## src/rtl/xcvr_pkg.sv

```systemverilog
package xcvr_pkg;
  localparam int unsigned WORD_W = 18;

  typedef enum logic [1:0] {
    LD_HOLD = 2'd0,
    LD_FLOW = 2'd1,
    LD_EDGE = 2'd2
  } load_sel_e;
endpackage

```

## src/rtl/xcvr_edge_detect.sv

```systemverilog
module xcvr_edge_detect (
  input  logic clk_i,
  input  logic rst_ni,
  input  logic lvl_i,
  output logic rise_o
);
  logic lvl_q;
  logic armed_q;

  always_ff @(posedge clk_i or negedge rst_ni) begin
    if (!rst_ni) begin
      lvl_q   <= 1'b0;
      armed_q <= 1'b0;
    end else begin
      lvl_q   <= lvl_i;
      armed_q <= 1'b1;
    end
  end

  // no edge until one real sample exists after reset
  assign rise_o = lvl_i & ~lvl_q & armed_q;


  single_rise_chk: assert property (@(posedge clk_i) disable iff (!rst_ni)
    rise_o |=> !rise_o);
endmodule

```

## src/rtl/xcvr_bus_hold.sv

```systemverilog
module xcvr_bus_hold #(
  parameter int unsigned WIDTH  = 18,
  parameter bit          ENABLE = 1'b1
) (
  input  logic             clk_i,
  input  logic             rst_ni,
  input  logic [WIDTH-1:0] in_i,
  input  logic [WIDTH-1:0] drv_i,
  output logic [WIDTH-1:0] val_o
);
  if (ENABLE) begin : g_hold
    logic [WIDTH-1:0] hold_q;

    for (genvar k = 0; k < WIDTH; k++) begin : g_bit
      always_ff @(posedge clk_i or negedge rst_ni) begin
        if (!rst_ni)      hold_q[k] <= 1'b0;
        else if (drv_i[k]) hold_q[k] <= in_i[k];
      end

      assign val_o[k] = drv_i[k] ? in_i[k] : hold_q[k];


      keep_last_chk: assert property (@(posedge clk_i) disable iff (!rst_ni)
        drv_i[k] |=> (drv_i[k] || val_o[k] == $past(in_i[k])));
    end
  end else begin : g_plain
    logic unused;
    assign unused = ^{drv_i, clk_i, rst_ni};
    assign val_o  = in_i;
  end
endmodule

```

## src/rtl/xcvr_lane.sv

```systemverilog
module xcvr_lane
  import xcvr_pkg::*;
#(
  parameter int unsigned WIDTH         = WORD_W,
  parameter bit          OE_ACTIVE_LOW = 1'b0
) (
  input  logic             clk_i,
  input  logic             rst_ni,
  input  logic [WIDTH-1:0] din_i,
  input  logic             le_i,
  input  logic             strobe_i,
  input  logic             oe_i,
  output logic [WIDTH-1:0] dout_o,
  output logic [WIDTH-1:0] oe_o
);
  logic             rise;
  logic             oe_en;
  load_sel_e        sel;
  logic [WIDTH-1:0] store_q;

  xcvr_edge_detect u_edge (
    .clk_i  (clk_i),
    .rst_ni (rst_ni),
    .lvl_i  (strobe_i),
    .rise_o (rise)
  );

  // latch enable wins over a coincident strobe edge
  always_comb begin
    if (le_i)      sel = LD_FLOW;
    else if (rise) sel = LD_EDGE;
    else           sel = LD_HOLD;
  end

  always_ff @(posedge clk_i or negedge rst_ni) begin
    if (!rst_ni) begin
      store_q <= '0;
    end else begin
      case (sel)
        LD_FLOW, LD_EDGE: store_q <= din_i;
        default:          store_q <= store_q;
      endcase
    end
  end

  if (OE_ACTIVE_LOW) begin : g_oe_low
    assign oe_en = ~oe_i;
  end else begin : g_oe_high
    assign oe_en = oe_i;
  end

  assign oe_o   = {WIDTH{oe_en & rst_ni}};
  assign dout_o = store_q;


  flow_load_chk: assert property (@(posedge clk_i) disable iff (!rst_ni)
    le_i |=> dout_o == $past(din_i));


  edge_load_chk: assert property (@(posedge clk_i) disable iff (!rst_ni)
    (!le_i && rise) |=> dout_o == $past(din_i));


  hold_stable_chk: assert property (@(posedge clk_i) disable iff (!rst_ni)
    (!le_i && !rise) |=> $stable(dout_o));
endmodule

```

## src/rtl/bus_xcvr.sv

```systemverilog
module bus_xcvr
  import xcvr_pkg::*;
#(
  parameter int unsigned WIDTH    = WORD_W,
  parameter bit          BUS_HOLD = 1'b1
) (
  input  logic             clk_i,
  input  logic             rst_ni,
  input  logic [WIDTH-1:0] a_i,
  input  logic [WIDTH-1:0] a_drv_i,
  input  logic [WIDTH-1:0] b_i,
  input  logic [WIDTH-1:0] b_drv_i,
  input  logic             ab_oe_i,
  input  logic             ab_le_i,
  input  logic             ab_clk_i,
  input  logic             ba_oe_ni,
  input  logic             ba_le_i,
  input  logic             ba_clk_i,
  output logic [WIDTH-1:0] a_o,
  output logic [WIDTH-1:0] a_oe_o,
  output logic [WIDTH-1:0] b_o,
  output logic [WIDTH-1:0] b_oe_o
);
  localparam int unsigned NDIR = 2;  // 0: A to B, 1: B to A

  logic [WIDTH-1:0] pin_val [NDIR];
  logic [WIDTH-1:0] pin_drv [NDIR];
  logic [WIDTH-1:0] seen    [NDIR];
  logic [WIDTH-1:0] dout    [NDIR];
  logic [WIDTH-1:0] oe      [NDIR];
  logic             le      [NDIR];
  logic             strobe  [NDIR];
  logic             oe_in   [NDIR];

  assign pin_val[0] = a_i;      assign pin_val[1] = b_i;
  assign pin_drv[0] = a_drv_i;  assign pin_drv[1] = b_drv_i;
  assign le[0]      = ab_le_i;  assign le[1]      = ba_le_i;
  assign strobe[0]  = ab_clk_i; assign strobe[1]  = ba_clk_i;
  assign oe_in[0]   = ab_oe_i;  assign oe_in[1]   = ba_oe_ni;

  for (genvar d = 0; d < NDIR; d++) begin : g_dir
    xcvr_bus_hold #(
      .WIDTH  (WIDTH),
      .ENABLE (BUS_HOLD)
    ) u_hold (
      .clk_i  (clk_i),
      .rst_ni (rst_ni),
      .in_i   (pin_val[d]),
      .drv_i  (pin_drv[d]),
      .val_o  (seen[d])
    );

    xcvr_lane #(
      .WIDTH         (WIDTH),
      .OE_ACTIVE_LOW (d == 1)
    ) u_lane (
      .clk_i    (clk_i),
      .rst_ni   (rst_ni),
      .din_i    (seen[d]),
      .le_i     (le[d]),
      .strobe_i (strobe[d]),
      .oe_i     (oe_in[d]),
      .dout_o   (dout[d]),
      .oe_o     (oe[d])
    );
  end

  assign b_o    = dout[0];
  assign b_oe_o = oe[0];
  assign a_o    = dout[1];
  assign a_oe_o = oe[1];


  ab_isolated_chk: assert property (@(posedge clk_i) disable iff (!rst_ni)
    (!ab_le_i && !ab_clk_i) |=> $stable(b_o));
endmodule

```

## config.mk

```make
export PLATFORM = sky130hd
export DESIGN_NAME = bus_xcvr
export DESIGN_NICKNAME = d
export VERILOG_FILES = /design/src/rtl/xcvr_pkg.sv /design/src/rtl/xcvr_edge_detect.sv /design/src/rtl/xcvr_bus_hold.sv /design/src/rtl/xcvr_lane.sv /design/src/rtl/bus_xcvr.sv
export SDC_FILE = /design/constraint.sdc
export NUM_CORES = 1
export LEC_CHECK = 0
export BUFFER_PORTS_ARGS = -buffer_cell sky130_fd_sc_hd__buf_2
export CORE_ASPECT_RATIO = 1.2
export CORE_MARGIN = 2
export CORE_UTILIZATION = 49
export CTS_CLUSTER_SIZE = 8
export DETAILED_ROUTE_END_ITERATION = 12
export PLACE_DENSITY = 0.82
export SYNTH_ARGS = -nofsm -noshare
export SYNTH_HDL_FRONTEND = slang
export SYNTH_SLANG_ARGS = --single-unit
export TNS_END_PERCENT = 20
```

## constraint.sdc

```tcl
create_clock -name clk_i -period 2.2 [get_ports clk_i]
set_clock_uncertainty 0.1 [all_clocks]
set_input_delay 0.44 -clock clk_i [delete_from_list [all_inputs] [get_ports clk_i]]
set_output_delay 0.44 -clock clk_i [all_outputs]
set_load 0.1 [all_outputs]
```

==> metrics.txt <==
status complete, no violations; largest net degree at the start of global routing 41; Mean Syn Cell Area 16.40 sq um; worst path bufs/invs 3; MaxCap Viol Count 0; DRC 0; pre-CTS setup slack 472.9 ps; largest cells by area after synthesis dfrtp_1, mux2_2, mux2_4; critical setup path kind primary input to output pin; Internal 2728 uW; PwrDens 992.2 nW/um^2; Post-Syn Nets 270; Longest Clk Path Bufs 2; FFs w/ async S/R, synth 100.0%; most instantiated library cell after synthesis dfrtp_1; CP arrival 1180 ps; gpl congestion 0.7324; DRT iter0 DRCs 42; Synth area leader dfrtp_1; cell count after synthesis 190; crit path max-delay cell type buf_12; Critical Path Most Common Cell buf_12; yosys warns 0; grt ovf 0; post-route antenna net violation count 0; Root Driver clkbuf_8; global-route wire length before repair 9.949 mm; achievable frequency 0.5809 GHz; Min-Delay Path Class primary input to asynchronous set/reset pin; EDFF count, synth 0; Max Transition Viols Final 0; slowest stage delay, CP 240 ps; post-layout minimum cycle time 1721 ps; Seq/Total Area, Yosys 60.24%; total CTS buffers 9; post-route worst hold slack 79.05 ps; GR Util All Layers 18.32%; worst setup margin 478.6 ps; vias in the first global route 2131; final period utilization 78.25%; r2r setup slk 660 ps; post-CTS setup buffer count 0; vias 1938; Comb power frac 37.5%; die area 7015 sq um; Worst setup EP type output pin; CTS tree built; Clock Sinks 75; TritonRoute pass-1 iters 4; CTS clk-pin slew, worst paths 80 ps; later-pin clock latency in the skew report 330 ps; clock share of power 26.6%; total number of H-tree levels 3; Crit path max-delay family buffers and inverters; Util after Layout 74.77%; row count 31; static leakage 0.002205 uW; NumNets Final 403; register bit total from synthesis 75; Port Buffer Count 151; switching share of power 39.62%; Yosys top cell area share 60.24%; Final setup viols 0; post-synthesis cell type count 11; fin area 4553 sq um; wirelength, routed 6.057 mm; CP Launch Type primary input; crit-path max FO 18; R2R Path Start g_dir[1].u_lane.u_edge.armed_q; Worst Path Required 1660 ps; number of top-level pins 152; worst flop-to-flop path endpoint g_dir[0].u_lane.dout_o[10]; vias per cell 4.727; initial antenna violation count 0; share of layout cells above drive strength 1 75.61%; Cell Area, Placed 4315 sq um; Reg2Reg Depth 3; Reg power frac 35.9%; Post-CTS Resized 0; DP HPWL 4.651 mm; area of the mapped netlist 3115 sq um; synth cell count leaders dfrtp_1, mux2_2, buf_4, mux2_4; ant diodes 0; VDD IR max 0.5351 mV; RSZ-0062 raised after global routing no; Most used DFF post-synth dfrtp_1; initial core utilization 51.16%; setup TNS 0 ps; crit-path cells buf_4 -> and2_1 -> buf_12 -> buf_12; Die X 76.79 um; hold buffers post-CTS 0; area grow syn2layout 46.14%; core area 6090 sq um; count of final hold-check violations 0; Routed wire per std cell 14.77 um; Psw 1790 uW; Die Ht 91.35 um
## worst max-delay path by stage
stage	start	endpoint	slack, ps	depth (start not counted)
after floorplan	ab_oe_i	b_oe_o[10]	-260	2
after global placement	rst_ni	b_oe_o[16]	480	4
after detailed placement	rst_ni	b_oe_o[3]	470	4
after CTS	rst_ni	b_oe_o[3]	470	4
after global routing	g_dir[1].u_lane.dout_o[15]	a_o[15]	450	1
final	rst_ni	b_oe_o[3]	480	4
## cell usage in the layout (no fill, tap or decap), types with 2 or more instances in the layout
cell type    n
clkbuf_8    12
mux2_4      20
inv_1        2
mux2_2      52
bufinv_16    2
a31oi_4      2
buf_12      38
dfrtp_1     75
buf_2      114
buf_4        6
## metrics by stage
step | instances | power, uW
floorplan | 190 | 2956
finish | 410 | 4518
detailed placement | 394 | 3352
global route | 410 | 4672
CTS | 410 | 4572
global placement | 394 | 3320
## cells by family (layout without fill, tap and decap cells)
| kind of cell | Yosys count | after routing | share of synthesized area, % |
|---|---|---|---|
| AND/OR/NAND/NOR | 2 | 2 | 0.4019 |
| other | 1 | 1 | 0.1204 |
| buffers and inverters | 38 | 176 | 9.438 |
| flip-flops | 75 | 75 | 60.24 |
| multiplexers | 72 | 72 | 28.43 |
| AO/OA/AOI/OAI | 2 | 2 | 1.365 |
## routing by layer
metal | vias up | wire length [um] | global-route usage, %
met5 | - | 0 | 0
met4 | 0 | 86 | 6.970
met3 | 8 | 577 | 8.151
met2 | 101 | 3038 | 29.39
met1 | 943 | 2355 | 21.65
li1 | 886 | - | -
## state kept, by name, summed over array words and instances (netlist names)
register / count
g_dir.u_lane.dout_o: 36
g_dir.u_lane.u_edge.lvl_q: 2
g_dir.u_lane.u_edge.armed_q: 1
g_dir.u_hold.g_hold.hold_q: 36
## final cells by class
| cell class | count | area, sq um |
|---|---|---|
| Multi-Input combinational cell | 77 | 952.2 |
| Inverter | 2 | 7.507 |
| Fill cell | 388 | 1536 |
| Clock inverter | 3 | 68.82 |
| Sequential cell | 75 | 1877 |
| Tap cell | 82 | 102.6 |
| Timing Repair Buffer | 158 | 1376 |
| Clock buffer | 13 | 168.9 |
## power by group through the flow
stage	logic [uW]	registers, uW	clock network [uW]
after floorplan	560	2400	0
after global placement	1680	1640	0
after detailed placement	1700	1650	0
after CTS	1710	1620	1240
after global routing	1750	1640	1280
final	1690	1620	1200
No activity file was read; power rests on OpenSTA's default activity.
